File: src/rtl/wdog_pkg.sv
// Shared definitions for the escalating watchdog: stage count, register
// addresses, action codes and the pulse-length lookup in nanoseconds.
package wdog_pkg;

    localparam int NUM_STAGES = 4;
    localparam int STG_W      = $clog2(NUM_STAGES);
    localparam int ADDR_W     = 3;
    localparam int ACT_W      = 3;

    localparam logic [ADDR_W-1:0] A_LOCK   = 3'd0;
    localparam logic [ADDR_W-1:0] A_CTRL   = 3'd1;
    localparam logic [ADDR_W-1:0] A_ACTION = 3'd2;
    localparam logic [ADDR_W-1:0] A_STATUS = 3'd3;

    typedef enum logic [ACT_W-1:0] {
        ACT_NONE = 3'd0,
        ACT_IRQ  = 3'd1,
        ACT_CPU  = 3'd2,
        ACT_SYS  = 3'd3,
        ACT_FULL = 3'd4
    } wd_act_e;

    // Nominal pulse length for a 3-bit length code.
    function automatic int unsigned pulse_ns(input logic [2:0] code);
        case (code)
            3'd0:    return 100;
            3'd1:    return 200;
            3'd2:    return 300;
            3'd3:    return 400;
            3'd4:    return 500;
            3'd5:    return 800;
            3'd6:    return 1600;
            default: return 3200;
        endcase
    endfunction

endpackage

File: src/rtl/wdog_regs.sv
// Configuration registers of the watchdog.
// Holds the lock, the enable, the two pulse-length codes, the per-stage actions
// and timeouts, and the interrupt level. Writes other than the interrupt
// clear need the lock to be open. Read data is combinational on the address.
module wdog_regs
    import wdog_pkg::*;
#(
    parameter int          TMO_W      = 32,
    parameter logic [31:0] UNLOCK_KEY = 32'h5A1C_E0F3
) (
    input  logic                          clk,
    input  logic                          rst_n,
    input  logic                          we,
    input  logic [ADDR_W-1:0]             addr,
    input  logic [31:0]                   wdata,
    output logic [31:0]                   rdata,
    input  logic                          irq_set,
    input  logic [STG_W-1:0]              stage_i,
    input  logic                          done_i,
    output logic                          en_o,
    output logic [2:0]                    cpu_code_o,
    output logic [2:0]                    sys_code_o,
    output logic [NUM_STAGES*ACT_W-1:0]   act_o,
    output logic [NUM_STAGES-1:0][TMO_W-1:0] tmo_o,
    output logic                          irq_o
);

    logic locked_q;
    logic wr_open;

    assign wr_open = we && !locked_q;

    // Lock register: opened only by the exact key.
    always_ff @(posedge clk) begin
        if (!rst_n)                    locked_q <= 1'b1;
        else if (we && addr == A_LOCK) locked_q <= (wdata != UNLOCK_KEY);
    end

    // Control register: enable and the two pulse-length codes.
    always_ff @(posedge clk) begin
        if (!rst_n) begin
            en_o       <= 1'b0;
            cpu_code_o <= 3'd0;
            sys_code_o <= 3'd0;
        end else if (wr_open && addr == A_CTRL) begin
            en_o       <= wdata[0];
            cpu_code_o <= wdata[4:2];
            sys_code_o <= wdata[7:5];
        end
    end

    // Action register: three bits per stage.
    always_ff @(posedge clk) begin
        if (!rst_n)                          act_o <= '0;
        else if (wr_open && addr == A_ACTION) act_o <= wdata[NUM_STAGES*ACT_W-1:0];
    end

    // One timeout register per stage at address 4 + stage.
    for (genvar s = 0; s < NUM_STAGES; s++) begin : g_tmo
        always_ff @(posedge clk) begin
            if (!rst_n)
                tmo_o[s] <= '0;
            else if (wr_open && addr[2] && addr[STG_W-1:0] == STG_W'(s))
                tmo_o[s] <= wdata[TMO_W-1:0];
        end
    end

    // Interrupt level: a set wins over a write-one clear; the clear ignores the lock.
    always_ff @(posedge clk) begin
        if (!rst_n)                                    irq_o <= 1'b0;
        else if (irq_set)                              irq_o <= 1'b1;
        else if (we && addr == A_STATUS && wdata[0])   irq_o <= 1'b0;
    end

    // Read multiplexer.
    always_comb begin
        rdata = '0;
        if (addr[2]) begin
            rdata[TMO_W-1:0] = tmo_o[addr[STG_W-1:0]];
        end else begin
            case (addr)
                A_LOCK:   rdata[0] = locked_q;
                A_CTRL:   rdata[7:0] = {sys_code_o, cpu_code_o, 1'b0, en_o};
                A_ACTION: rdata[NUM_STAGES*ACT_W-1:0] = act_o;
                default:  rdata[3:0] = {done_i, stage_i, irq_o};
            endcase
        end
    end

    assert_locked_hold_R3: assert property (@(posedge clk) disable iff (!rst_n)
        (locked_q && we && addr == A_CTRL) |=> $stable({en_o, cpu_code_o, sys_code_o}))
        else $error("control changed while locked");

    assert_key_unlock_R2: assert property (@(posedge clk) disable iff (!rst_n)
        (we && addr == A_LOCK && wdata == UNLOCK_KEY) |=> !locked_q)
        else $error("key did not unlock");

    assert_irq_set_R10: assert property (@(posedge clk) disable iff (!rst_n)
        irq_set |=> irq_o)
        else $error("interrupt not raised");

endmodule

File: src/rtl/wdog_stager.sv
// Stage sequencer and tick counter.
// Counts clock ticks in the current stage and, at expiry, emits a one-cycle
// strobe for the stage's action, then moves on. Assumes the action codes of
// wdog_pkg; codes other than 1..4 are treated as off and never expire.
module wdog_stager
    import wdog_pkg::*;
#(
    parameter int TMO_W = 32
) (
    input  logic                          clk,
    input  logic                          rst_n,
    input  logic                          en,
    input  logic                          feed,
    input  logic [NUM_STAGES*ACT_W-1:0]   act,
    input  logic [NUM_STAGES-1:0][TMO_W-1:0] tmo,
    output logic                          fire_irq,
    output logic                          fire_cpu,
    output logic                          fire_sys,
    output logic                          fire_full,
    output logic [STG_W-1:0]              stage_o,
    output logic                          done_o
);

    logic [TMO_W-1:0] cnt_q;
    logic [STG_W-1:0] stage_q;
    logic             done_q;
    logic [ACT_W-1:0] cur_act;
    logic             live;
    logic             expire;

    assign cur_act = act[stage_q*ACT_W +: ACT_W];

    // Decide whether the current stage counts and whether it expires this cycle.
    always_comb begin
        live   = en && !done_q && (cur_act inside {ACT_IRQ, ACT_CPU, ACT_SYS, ACT_FULL});
        expire = live && !feed && (cnt_q >= tmo[stage_q]);
    end

    // Decode the action of an expiring stage into strobes.
    always_comb begin
        fire_irq  = expire && (cur_act == ACT_IRQ);
        fire_cpu  = expire && (cur_act == ACT_CPU);
        fire_sys  = expire && (cur_act == ACT_SYS);
        fire_full = expire && (cur_act == ACT_FULL);
    end

    // Advance the count and stage; feed or disable restarts at stage 0.
    always_ff @(posedge clk) begin
        if (!rst_n || !en || feed) begin
            cnt_q   <= '0;
            stage_q <= '0;
            done_q  <= 1'b0;
        end else if (expire) begin
            cnt_q <= '0;
            if (stage_q == STG_W'(NUM_STAGES - 1)) done_q  <= 1'b1;
            else                                   stage_q <= stage_q + 1'b1;
        end else if (live) begin
            cnt_q <= cnt_q + 1'b1;
        end
    end

    assign stage_o = stage_q;
    assign done_o  = done_q;

    assert_feed_restart_R7: assert property (@(posedge clk) disable iff (!rst_n)
        (feed && en) |=> (stage_q == '0 && cnt_q == '0 && !done_q))
        else $error("feed did not restart the timer");

    assert_stage_hold_R6: assert property (@(posedge clk) disable iff (!rst_n)
        (en && !feed && !fire_irq && !fire_cpu && !fire_sys && !fire_full && $past(en))
            |=> $stable(stage_q))
        else $error("stage moved without an expiry");

    assert_off_quiet_R8: assert property (@(posedge clk) disable iff (!rst_n)
        !en |-> !(fire_irq || fire_cpu || fire_sys || fire_full))
        else $error("action fired while disabled");

endmodule

File: src/rtl/wdog_pulse.sv
// Reset pulse stretcher.
// A trigger loads a down-counter with the number of clock ticks for the
// length code, given the clock period TICK_NS. The output is high while the
// counter is non-zero. A new trigger during a pulse reloads it.
module wdog_pulse
    import wdog_pkg::*;
#(
    parameter int TICK_NS = 25
) (
    input  logic       clk,
    input  logic       rst_n,
    input  logic       trig,
    input  logic [2:0] code,
    output logic       pulse_o
);

    localparam int MAX_TICKS = (3200 + TICK_NS - 1) / TICK_NS;
    localparam int CNT_W     = $clog2(MAX_TICKS + 2);

    logic [CNT_W-1:0] cnt_q;

    // Ticks for a code, rounded up, at least one.
    function automatic logic [CNT_W-1:0] ticks_for(input logic [2:0] c);
        int unsigned t;
        t = (pulse_ns(c) + TICK_NS - 1) / TICK_NS;
        if (t == 0) t = 1;
        return CNT_W'(t);
    endfunction

    // Load on trigger, count down to zero otherwise.
    always_ff @(posedge clk) begin
        if (!rst_n)          cnt_q <= '0;
        else if (trig)       cnt_q <= ticks_for(code);
        else if (cnt_q != 0) cnt_q <= cnt_q - 1'b1;
    end

    assign pulse_o = (cnt_q != '0);

    assert_pulse_start_R9: assert property (@(posedge clk) disable iff (!rst_n)
        trig |=> pulse_o)
        else $error("pulse did not start");

    assert_pulse_idle_R9: assert property (@(posedge clk) disable iff (!rst_n)
        (!trig && !pulse_o) |=> !pulse_o)
        else $error("pulse rose without trigger");

endmodule

File: src/rtl/wdog_escalator.sv
// Escalating four-stage watchdog, top level.
// Connects the register file, the stage sequencer and three pulse
// stretchers (CPU, system, always-on). A full reset drives both the system
// and always-on pulses using the system length code.
module wdog_escalator
    import wdog_pkg::*;
#(
    parameter int          TMO_W      = 32,
    parameter int          TICK_NS    = 25,
    parameter logic [31:0] UNLOCK_KEY = 32'h5A1C_E0F3
) (
    input  logic        clk,
    input  logic        rst_n,
    input  logic        feed,
    input  logic        cfg_we,
    input  logic [2:0]  cfg_addr,
    input  logic [31:0] cfg_wdata,
    output logic [31:0] cfg_rdata,
    output logic        irq,
    output logic        cpu_rst,
    output logic        sys_rst,
    output logic        aon_rst
);

    localparam int NCH = 3;

    logic                             en;
    logic [2:0]                       cpu_code, sys_code;
    logic [NUM_STAGES*ACT_W-1:0]      act;
    logic [NUM_STAGES-1:0][TMO_W-1:0] tmo;
    logic                             f_irq, f_cpu, f_sys, f_full;
    logic [STG_W-1:0]                 stage;
    logic                             done;
    logic [NCH-1:0]                   ch_trig;
    logic [NCH-1:0][2:0]              ch_code;
    logic [NCH-1:0]                   ch_out;

    wdog_regs #(.TMO_W(TMO_W), .UNLOCK_KEY(UNLOCK_KEY)) u_regs (
        .clk(clk), .rst_n(rst_n), .we(cfg_we), .addr(cfg_addr), .wdata(cfg_wdata),
        .rdata(cfg_rdata), .irq_set(f_irq), .stage_i(stage), .done_i(done),
        .en_o(en), .cpu_code_o(cpu_code), .sys_code_o(sys_code), .act_o(act),
        .tmo_o(tmo), .irq_o(irq)
    );

    wdog_stager #(.TMO_W(TMO_W)) u_stager (
        .clk(clk), .rst_n(rst_n), .en(en), .feed(feed), .act(act), .tmo(tmo),
        .fire_irq(f_irq), .fire_cpu(f_cpu), .fire_sys(f_sys), .fire_full(f_full),
        .stage_o(stage), .done_o(done)
    );

    // Channel map: 0 CPU, 1 system, 2 always-on.
    assign ch_trig = {f_full, f_sys | f_full, f_cpu};
    assign ch_code = {sys_code, sys_code, cpu_code};

    for (genvar c = 0; c < NCH; c++) begin : g_pulse
        wdog_pulse #(.TICK_NS(TICK_NS)) u_pulse (
            .clk(clk), .rst_n(rst_n), .trig(ch_trig[c]), .code(ch_code[c]),
            .pulse_o(ch_out[c])
        );
    end

    assign cpu_rst = ch_out[0];
    assign sys_rst = ch_out[1];
    assign aon_rst = ch_out[2];

endmodule

File: config.mk
export PLATFORM = sky130hd
export DESIGN_NAME = wdog_escalator
export DESIGN_NICKNAME = d
export VERILOG_FILES = /design/src/rtl/wdog_pkg.sv /design/src/rtl/wdog_regs.sv /design/src/rtl/wdog_stager.sv /design/src/rtl/wdog_pulse.sv /design/src/rtl/wdog_escalator.sv
export SDC_FILE = /design/constraint.sdc
export NUM_CORES = 1
export LEC_CHECK = 0
export CAP_MARGIN = 20
export CORE_MARGIN = 3
export CORE_UTILIZATION = 53
export DETAILED_ROUTE_END_ITERATION = 7
export DONT_BUFFER_PORTS = 1
export GPL_TIMING_DRIVEN = 0
export PLACE_DENSITY = 0.68
export SYNTH_ARGS = -nofsm -noshare
export SYNTH_HDL_FRONTEND = slang
export SYNTH_SLANG_ARGS = --single-unit
export TNS_END_PERCENT = 10
File: constraint.sdc
create_clock -name clk -period 6.8 [get_ports clk]
set_input_delay 0.34 -clock clk [delete_from_list [all_inputs] [get_ports clk]]
set_output_delay 0.34 -clock clk [all_outputs]
set_load 0.02 [all_outputs]
==> results by group, run 1 <==
Power
  – Leakage power: around 5.3 nW
  – PD cells: 210 nW/um^2
  – Worst vdd ir: 0.182 mV

Clock tree
  – CTS tree: yes
  – Max clock buf depth: 3
  – H-tree levels: 1
  – Clk root buf: clkbuf_16
  – Clk slew on worst S/H paths: 60 ps
  – CTS Buf Count: 25
  – CTS Sinks: 208
  – Clk Latency, worst-skew pair: between 500 and 600 ps

Setup path
  – Critical Path Start Type: register
  – CP max-delay cell: or4b_1
  – Reg-to-reg slack, setup: between 400 and 500 ps
  – Reg2reg start: u_regs.cpu_code_o[2]
  – Max incr delay on CP: ~550 ps
  – Worst-path fanout max: 10
  – Worst EP arrival: approximately 7000 ps
  – Worst flop-to-flop path endpoint: g_pulse[0].u_pulse.cnt_q[0]
  – R2r worst-path depth: 28
  – Worst EP required: 7270 ps
  – Critical path class: register to register
  – Crit end category: register

Floorplanning
  – Initial Utilization: 54.5%
  – Die W: 165 microns
  – DIE HEIGHT: roughly 170 microns
  – I/O pin cnt: 75
  – FP Rows: 57
  – Core footprint: 24,600 sq um
  – Die ar.: 27,300 sq um

Status
  – Outcome: completed

Hold path
  – Min-Delay Startpoint: feed
  – Worst hold path type: input pin to register
  – Worst Hold Path EP: u_stager.stage_o[0]
  – Hold Crit Depth: 2

Logic synthesis
  – Post-Syn Nets: between 1,500 and 2,000
  – Number of flops mapped to enable cells by yosys: 0
  – Post-synthesis sequential area ratio: between 30 and 40%
  – Mean Syn Cell Area: 7.99 sq um
  – Post-Syn Area: 13,400 sq um
  – Yosys top cell by area: dfxtp_1
  – Distinct cell type count of the synthesized netlist: 89
  – Largest cells by area after synthesis: dfxtp_1, mux4_2, nand2_1
  – Post-Syn Instances: between 1,500 and 2,000
  – Synth top area share: 31.0%
  – Synth async-reset ratio: 0%
  – Ys flop type: dfxtp_1
  – Synth warn: 0
  – Synthesis-stage register bit count: 208

Finish
  – Final Cell Area: 15,100 sq um
  – Post-route insts no fill: 2,081
  – Layout area overhead: 12.3%
  – Share of post-route cells with drive strength above 1: about 10%
  – Antenna Cells: 0
  – Nets: 1,827
  – Layout fillers: 2,193

Place
  – Hpwl dp: 29,500 microns
  – Pre-CTS setup slack: -350 ps
  – Placement Cell Area: 13,800 sq um
  – Placed Cells: ~2,000
  – Routability cong.: 0.941
  – Buffers on Ports: 0

Global routing
  – Initial antenna violation count: 1
  – Total global-route track usage: 30.0%
  – Total grt overflow: 0
  – Pin count of the biggest net entering global routing: 14
  – Vias in the first global route: 11,600
  – First-pass GRT wire length: 64,100 microns

Route
  – DRC: 0
  – DRT Pass-1 Iters: 5
  – Via count: approximately 13,000
  – Initial drt markers: 1,268
  – Post-DR wirelength/cell: 19.9 microns
  – Via density: approximately 6
  – Final ANT Viol Nets: 0
  – Total Routed Length: 41,400 microns

STA
  – Setup tns final: 0 ps
  – Minimum clock period: 6390 ps
  – Worst Max-Slew Pin Slew: 1040 ps
  – Final hold vios: 0
  – Worst Skew: 24.8 ps
  – Final Cycle Share: 93.9%
  – Max Fclk: 157 MHz
  – Worst-case hold slack: between 50 and 60 ps
  – Slew Limit Fails: 0
  – Final Setup Violations: 0
  – Worst setup margin: 413 ps
  – Worst slew margin: 30.5%
  – RSZ-0062 raised after global routing: true

Run
  – Max cap viols: 0
==> repair_timing <==
action,4_1_cts,5_1_grt
buffers inserted,1,0
hold buffers,31,0
cloned,0,0
gates resized for setup,7,18
pin swaps,1,0
endpoints found under the setup margin,5,8
hold endpoints to repair,141,0
==> cell families (layout without fill, tap and decap cells) <==
family          after synthesis  after routing  share of synthesized area (%)
xor+xnor                     61             61                           4.23
simple gates                707            707                           23.6
mux                          98             98                           13.7
buf+inv                     172            250                           5.03
fa+ha+maj                    51             51                           4.75
flops                       208            208                           31.0
compound gates              382            382                           17.6
==> worst max-delay path by stage <==
stage | start | end | depth (start not counted)
finish | u_regs.cpu_code_o[2] | g_pulse[0].u_pulse.cnt_q[0] | 28
global route | u_regs.sys_code_o[1] | g_pulse[1].u_pulse.cnt_q[0] | 30
CTS | u_regs.sys_code_o[0] | g_pulse[1].u_pulse.cnt_q[0] | 31
detailed placement | u_regs.sys_code_o[1] | g_pulse[1].u_pulse.cnt_q[0] | 31
global placement | u_regs.cpu_code_o[0] | g_pulse[0].u_pulse.cnt_q[0] | 29
floorplan | u_regs.cpu_code_o[0] | g_pulse[0].u_pulse.cnt_q[0] | 29
==> report_power, final <==
group	internal [W]	switching, W	leakage [nW]
logic	0.000205	0.000278	3.19
registers	0.00127	0.0000386	1.68
clock network	0.000812	0.000566	0.422
total	0.00229	0.000883	5.29
==> worst max-delay path, delay by kind of cell (launching register included) <==
kind / cells / cell delay, ps
adder cells (fa/ha/maj): 4 / 1160
multiplexers: 1 / 330
buffers and inverters: 4 / 1040
flip-flops: 1 / 370
XOR/XNOR: 2 / 420
AO/OA/AOI/OAI: 9 / 1530
AND/OR/NAND/NOR: 8 / 1440
==> placed cells by master (no fill, tap or decap), types with 19 or more instances in the layout <==
cell type        n
nand2_1        394
dfxtp_1        208
a21oi_1        192
nor2_1         110
clkbuf_1        77
mux4_2          68
inv_1           65
o21ai_0         48
ha_1            48
nand3_1         33
dlygate4sd3_1   31
xor2_1          29
and2_1          29
nor3_1          29
xnor2_1         28
clkbuf_16       25
a21o_1          24
mux2i_1         22
nor2b_1         19
==> synthesized netlist by cell type (all sizes together), types with 3 or more instances <==
master	n
nand2	394
dfxtp	208
a21oi	195
nor2	112
clkbuf	82
mux4	68
inv	66
o21ai	55
ha	50
nand3	33
nor3	31
xor2	31
and2	30
xnor2	30
a21o	24
buf	24
mux2i	23
nor2b	19
a31oi	15
nand2b	15
nand4	14
and3	13
or3	12
a211oi	11
o211ai	9
a22oi	8
or2	8
a21boi	7
mux2	7
a211o	6
nor4	6
o31ai	6
a221oi	4
nand4b	4
nor3b	4
o21a	4
o221ai	4
o32ai	4
o22ai	3
==> registers in the layout, indices dropped and copies added (netlist names) <==
signal                 count
u_regs.locked_q            1
u_stager.cnt_q            32
u_regs.sys_code_o          3
u_regs.en_o                1
u_regs.cpu_code_o          3
u_regs.irq_o               1
u_stager.stage_o           2
g_pulse.u_pulse.cnt_q     24
u_regs.tmo_o             128
u_stager.done_o            1
u_regs.act_o              12
==> through the flow <==
step	total power, W	util (%)
floorplan	0.00170	-
global placement	0.00177	56.2
detailed placement	0.00178	56.2
CTS	0.00318	60.9
global route	0.00330	61.2
finish	0.00317	61.2
==> metal layers <==
metal | vias to the layer above | part of all wire, % | GRT usage [%]
li1 | 6012 | - | -
met3 | 86 | 11 | 8.86
met1 | 5949 | 42 | 41.6
met4 | 0 | 2.9 | 8.27
met5 | - | 0 | 0
met2 | 542 | 44 | 45.7
==> layout make-up <==
class                           count  area, sq um  area share [%]
Inverter                           66          248            1.64
Multi-Input combinational cell   1299         8620            57.2
Tap cell                          324          405            2.69
Sequential cell                   208         4160            27.6
Buffer                            104          437            2.90
Clock buffer                       33          706            4.68
Clock inverter                     13          140           0.930
Timing Repair Buffer               34          348            2.31
No activity file was read; power rests on OpenSTA's default activity.
==> inputs of run 2 (changes only) <==
Settings changed: CORE_ASPECT_RATIO from default to 1.75.
Clock period 6.8 ns to 8.3 ns, I/O delays scaled along.
==> results by group, run 2 (synthesis gave the netlist of run 1 again) <==
Status
  – Outcome: completed (unchanged)

Floorplanning
  – DIE HEIGHT: 216 microns (was 165 microns)
  – FP Rows: 76 (was 57)
  – Initial Utilization: 54.3% (was 54.5%)
  – Die W: 126 microns (was 165 microns)
  – Die ar.: 27,300 sq um (about the same)
  – Core footprint: 24,700 sq um (was 24,600 sq um)
  – I/O pin cnt: 75 (unchanged)

Power
  – Gate power share: 15.4% (was 15.2%)
  – PD cells: 168 nW/um^2 (was 210 nW/um^2)
  – Clock share of power: 40.5% (was 43.5%)
  – Cell Int Power: 0.00177 W (was 0.00229 W)
  – Worst vdd ir: 0.200 mV (was 0.182 mV)
  – Switching portion of total power: 27.1% (was 27.8%)
  – Sequential power share: 44.1% (was 41.3%)
  – Leakage power: 5.04 nW (was 5.29 nW)
  – Psw: 0.000660 W (was 0.000883 W)

Finish
  – Nets: 1,791 (was 1,827)
  – Largest reg by FF count: u_regs.tmo_o (unchanged)
  – Antenna Cells: 0 (unchanged)
  – Layout fillers: 2,324 (was 2,193)
  – Core Util, Final: 58.7% (was 61.2%)
  – Max reg flops: 128 (unchanged)
  – Most frequent cells in the layout: nand2_1, dfxtp_1, a21oi_1 (unchanged)
  – Largest regs: u_regs.tmo_o x128, u_stager.cnt_q x32, g_pulse.u_pulse.cnt_q x24 (unchanged)
  – Share of post-route cells with drive strength above 1: 8.86% (was 10.2%)
  – Layout area overhead: 8.11% (was 12.3%)
  – Multi-input gate area: 8580 sq um (was 8620 sq um)
  – Most common cell after layout, fill and taps aside: nand2_1 (unchanged)
  – Register area: 4160 sq um (unchanged)

Clock tree
  – Clk Latency, worst-skew pair: 530 ps (was 560 ps)
  – CTS Buf Count: 21 (was 25)
  – Max clock buf depth: 3 (unchanged)
  – CTS Sinks: 208 (unchanged)
  – Clk slew on worst S/H paths: 70 ps (was 60 ps)
  – Clk root buf: clkbuf_16 (unchanged)
  – CTS tree: yes (unchanged)
  – # hold bufs at CTS: 0 (was 31)
  – H-tree levels: 1 (unchanged)
  – Setup bufs post-CTS: 0 (was 1)
  – Post-cts sizing count: 0 (was 7)

STA
  – Final Setup Violations: 0 (unchanged)
  – Final Cycle Share: 90.7% (was 93.9%)
  – Max Fclk: 133 MHz (was 157 MHz)
  – Worst slew margin: 30.5% (about the same)
  – Slew Limit Fails: 0 (unchanged)
  – Setup tns final: 0 ps (unchanged)
  – RSZ-0062 raised after global routing: false (was true)
  – Final hold vios: 0 (unchanged)
  – Worst Skew: 22.9 ps (was 24.8 ps)
  – Worst-case hold slack: 15.5 ps (was 55.3 ps)
  – Minimum clock period: 7530 ps (was 6390 ps)
  – Worst Max-Slew Pin Slew: 1040 ps (about the same)

Run
  – Max cap viols: 0 (unchanged)

Global routing
  – Total grt overflow: 0 (unchanged)
  – Pin count of the biggest net entering global routing: 15 (was 14)
  – Vias in the first global route: 12,300 (was 11,600)
  – Total global-route track usage: 30.7% (was 30.0%)
  – Initial antenna violation count: 0 (was 1)
  – First-pass GRT wire length: 66,600 microns (was 64,100 microns)

Setup path
  – Worst EP arrival: 7960 ps (was 6860 ps)
  – Crit end category: register (unchanged)
  – Critical Path Start Type: register (unchanged)
  – Max incr delay on CP: 540 ps (was 550 ps)
  – Worst setup path start: u_regs.cpu_code_o[0] (was u_regs.cpu_code_o[2])
  – Reg2reg start: u_regs.cpu_code_o[0] (was u_regs.cpu_code_o[2])
  – Worst-path fanout max: 10 (unchanged)
  – Worst EP required: 8740 ps (was 7270 ps)
  – Critical path class: register to register (unchanged)
  – CP max-delay cell: or4b_1 (unchanged)

Place
  – Hpwl dp: 32,100 microns (was 29,500 microns)
  – Buffers on Ports: 0 (unchanged)
  – Routability cong.: 0.962 (was 0.941)

Hold path
  – Min-Delay Startpoint: cfg_wdata[27] (was feed)
  – Worst hold path type: input pin to register (unchanged)

Route
  – Via count: 12,500 (was 12,600)
  – Post-DR wirelength/cell: 21.0 microns (was 19.9 microns)
  – Via density: 6.17 (was 6.05)
  – DRC: 0 (unchanged)
  – Final ANT Viol Nets: 0 (unchanged)
  – Initial drt markers: 1,056 (was 1,268)
  – DRT Pass-1 Iters: 7 (was 5)
  – Total Routed Length: 42,500 microns (was 41,400 microns)
==> run 2: final timing paths <==
path	end	slack, ps	depth (start not counted)
hold reg to reg	u_regs.tmo_o[90]	470	2
hold / removal	u_regs.tmo_o[91]	20	2
setup / recovery	g_pulse[0].u_pulse.cnt_q[0]	770	29
setup reg to reg	g_pulse[0].u_pulse.cnt_q[0]	770	29
==> run 2: cell type report <==
type,count,area share [%]
clock inverter,6,0.604
tap,312,2.69
buffer,106,2.94
multi-input combinational,1299,59.1
clock buffer,30,4.20
inverter,66,1.71
sequential,208,28.7
==> run 2: power by group through the flow <==
| stage | clock network, W | logic, W | registers (W) |
|---|---|---|---|
| finish | 0.000984 | 0.000375 | 0.00107 |
| global route | 0.00103 | 0.000426 | 0.00108 |
| global placement | 0 | 0.000363 | 0.00109 |
| floorplan | 0 | 0.000305 | 0.00109 |
| CTS | 0.000995 | 0.000375 | 0.00107 |
| detailed placement | 0 | 0.000372 | 0.00109 |
==> run 2: routing by layer <==
metal  GRT usage, %  share of wire, %  vias up  routed length (microns)
li1               -                 -     5930                        -
met1           32.6                35     5911                    14900
met2           54.7                51      505                    21500
met3           3.87               5.7      156                     2430
met4           22.7               8.6        0                     3640
met5              0                 0        -                        0
==> run 2: critical path, delay by kind of cell, from the launching register on <==
family                     cells  cell delay [ps]
xor gates and xnor gates       2              420
buffers and inverters          4             1460
muxes                          1              430
AOI/OAI and AO/OA              9             1740
adders and majority gates      4             1190
and+or+nand+nor                9             1890
DFF                            1              310
==> run 2: through the flow <==
step                      instances  setup slack, ps  instance area (sq um)  total power, W
final                          2027              775                  14500         0.00243
after global routing           2027              144                  14500         0.00254
after CTS                      2027              895                  14500         0.00244
after detailed placement       1991              953                  13800         0.00147
after global placement         1991             1060                  13800         0.00146
after floorplan                1679             2450                  13400         0.00139
==> inputs of run 3 (changes only) <==
Settings changed: ABC_AREA from default to 1.
==> results by group, run 3 <==
Logic synthesis
  – Post-synthesis sequential area ratio: 32.1% (was 31.0%)
  – Distinct cell type count of the synthesized netlist: 61 (was 89)
  – Synth warn: 0 (unchanged)
  – Post-Syn Nets: 2,055 (was 1,768)
  – Number of flops mapped to enable cells by yosys: 0 (unchanged)
  – Synth top area share: 32.1% (was 31.0%)
  – Ys flop type: dfxtp_1 (unchanged)
  – Synth cell count leaders: nand2_1, o21ai_0, nor2_1 (was nand2_1, dfxtp_1, a21oi_1)
  – Synthesis-stage register bit count: 208 (unchanged)
  – Largest cells by area after synthesis: dfxtp_1, o21ai_0, nand2_1 (was dfxtp_1, mux4_2, nand2_1)
  – Post-Syn Area: 13,000 sq um (was 13,400 sq um)
  – Cell with the most instances after synthesis: nand2_1 (unchanged)
  – Mean Syn Cell Area: 6.60 sq um (was 7.99 sq um)
  – Yosys top cell by area: dfxtp_1 (unchanged)
  – Synth async-reset ratio: 0% (unchanged)
  – Post-Syn Instances: 1,966 (was 1,679)

Setup path
  – Crit end category: register (unchanged)
  – Worst-path fanout max: 10 (unchanged)
  – Worst EP arrival: 6030 ps (was 7960 ps)
  – Critical path class: register to register (unchanged)
  – Worst EP required: 8700 ps (was 8740 ps)
  – Critical Path Start Type: register (unchanged)

Run
  – Max cap viols: 0 (unchanged)

Finish
  – Largest reg by FF count: u_regs.tmo_o (unchanged)
  – Nets: 2,078 (was 1,791)
  – Largest regs: u_regs.tmo_o x128, u_stager.cnt_q x32, g_pulse.u_pulse.cnt_q x24 (unchanged)
  – Most frequent cells in the layout: nand2_1, o21ai_0, nor2_1 (was nand2_1, dfxtp_1, a21oi_1)
  – Layout area overhead: 8.30% (was 8.11%)
  – Antenna Cells: 0 (unchanged)
  – Share of post-route cells with drive strength above 1: 5.54% (was 8.86%)
  – Most common cell after layout, fill and taps aside: nand2_1 (unchanged)
  – Core Util, Final: 58.5% (was 58.7%)
  – Register area: 4160 sq um (unchanged)
  – Multi-input gate area: 7590 sq um (was 8580 sq um)
  – Max reg flops: 128 (unchanged)
  – Layout fillers: 2,412 (was 2,324)

STA
  – RSZ-0062 raised after global routing: false (unchanged)
  – Minimum clock period: 5620 ps (was 7530 ps)
  – Max Fclk: 178 MHz (was 133 MHz)
  – Worst-case hold slack: 9.54 ps (was 15.5 ps)
  – Final hold vios: 0 (unchanged)
  – Worst slew margin: 42.1% (was 30.5%)
  – Final Cycle Share: 67.7% (was 90.7%)
  – Slew Limit Fails: 0 (unchanged)
  – Setup tns final: 0 ps (unchanged)
  – Final Setup Violations: 0 (unchanged)
  – Worst Max-Slew Pin Slew: 868 ps (was 1040 ps)
  – Worst Skew: 25.2 ps (was 22.9 ps)

Place
  – Hpwl dp: 34,300 microns (was 32,100 microns)
  – Routability cong.: 1.01 (was 0.962)
  – Buffers on Ports: 0 (unchanged)

Clock tree
  – CTS Sinks: 208 (unchanged)
  – # hold bufs at CTS: 0 (unchanged)
  – CTS tree: yes (unchanged)
  – H-tree levels: 1 (unchanged)
  – Clk slew on worst S/H paths: 70 ps (about the same)
  – Post-cts sizing count: 0 (unchanged)
  – Max clock buf depth: 3 (unchanged)
  – Setup bufs post-CTS: 0 (unchanged)
  – Clk root buf: clkbuf_16 (unchanged)
  – Clk Latency, worst-skew pair: 540 ps (was 530 ps)
  – CTS Buf Count: 21 (unchanged)

Route
  – Final ANT Viol Nets: 0 (unchanged)
  – Via count: 13,800 (was 12,500)
  – Initial drt markers: 1,213 (was 1,056)
  – Total Routed Length: 45,300 microns (was 42,500 microns)
  – Post-DR wirelength/cell: 19.6 microns (was 21.0 microns)
  – DRT Pass-1 Iters: 8 (was 7)
  – DRC: 0 (unchanged)
  – Via density: 5.97 (was 6.17)

Floorplanning
  – DIE HEIGHT: 213 microns (was 216 microns)
  – FP Rows: 75 (was 76)
  – I/O pin cnt: 75 (unchanged)
  – Core footprint: 24,000 sq um (was 24,700 sq um)
  – Initial Utilization: 54.0% (was 54.3%)
  – Die ar.: 26,500 sq um (was 27,300 sq um)
  – Die W: 124 microns (was 126 microns)

Hold path
  – Worst hold path type: input pin to register (unchanged)

Global routing
  – Total global-route track usage: 33.0% (was 30.7%)
  – Pin count of the biggest net entering global routing: 15 (unchanged)
  – First-pass GRT wire length: 70,000 microns (was 66,600 microns)
  – Total grt overflow: 0 (unchanged)
  – Initial antenna violation count: 0 (unchanged)
  – Vias in the first global route: 13,200 (was 12,300)

Status
  – Outcome: completed (unchanged)

Power
  – Leakage power: 5.92 nW (was 5.04 nW)
  – PD cells: 179 nW/um^2 (was 168 nW/um^2)
  – Worst vdd ir: 0.178 mV (was 0.200 mV)
-- run 3: metrics by stage --
step           setup slack, ps  instance area, sq um  power, W  cells
2_1_floorplan             3570                 13000   0.00145   1966
3_3_place_gp              2800                 13400   0.00154   2274
3_5_place_dp              2740                 13400   0.00155   2274
4_1_cts                   2690                 14000   0.00251   2310
5_1_grt                   2050                 14000   0.00262   2310
6_report                  2680                 14000   0.00251   2310
-- run 3: final timing paths --
check                                    startpoint  depth (start not counted)                          end  slack, ps
worst min-delay path                  cfg_wdata[16]                          2             u_regs.tmo_o[16]         10
worst min register to register     u_regs.tmo_o[43]                          2             u_regs.tmo_o[43]        470
worst max-delay path            u_stager.stage_o[0]                         22  g_pulse[0].u_pulse.cnt_q[7]       2680
worst max register to register  u_stager.stage_o[0]                         22  g_pulse[0].u_pulse.cnt_q[7]       2680
-- run 3: final cells by class --
type | count | area share, %
tap | 308 | 2.74
sequential | 208 | 29.7
inverter | 228 | 6.10
clock inverter | 6 | 0.437
buffer | 90 | 2.54
multi-input combinational | 1440 | 54.0
clock buffer | 30 | 4.48
-- run 3: kinds of logic after synthesis --
family / share of synthesized area, %
adders and majority gates: 4.82
DFF: 32.1
and+or+nand+nor: 26.4
AOI/OAI and AO/OA: 24.1
buffers and inverters: 9.36
xor gates and xnor gates: 3.22
-- run 3: critical path, cell delays in order (launching register included) --
cell	delay (ps)
dfxtp_1	330
clkbuf_1	310
buf_2	290
clkbuf_1	440
clkbuf_1	710
a21oi_1	180
o2bb2ai_1	240
ha_1	300
o21ai_0	70
nand2_1	60
a21o_1	100
a21oi_1	50
o2111ai_1	190
a21o_1	140
a21oi_1	70
o21ai_0	240
a21oi_1	120
o21ai_0	260
nand2_1	230
nor2_1	450
inv_1	110
clkbuf_1	240
a2111oi_0	370
-- run 3: metal layers --
metal  vias to the layer above  share of wire (%)  global-route usage (%)
met5                         -                  0                       0
met1                      6304                 35                    33.6
met3                       235                7.2                    5.21
li1                       6605                  -                       -
met2                       656                 49                    59.8
met4                         0                9.2                    26.1
-- run 3: where the power goes --
part / total (W) / internal (W) / switching [W]
Sequential: 0.00108 / 0.00105 / 0.0000366
Combinational: 0.000447 / 0.000170 / 0.000278
Clock: 0.000981 / 0.000558 / 0.000424
Total: 0.00251 / 0.00177 / 0.000738
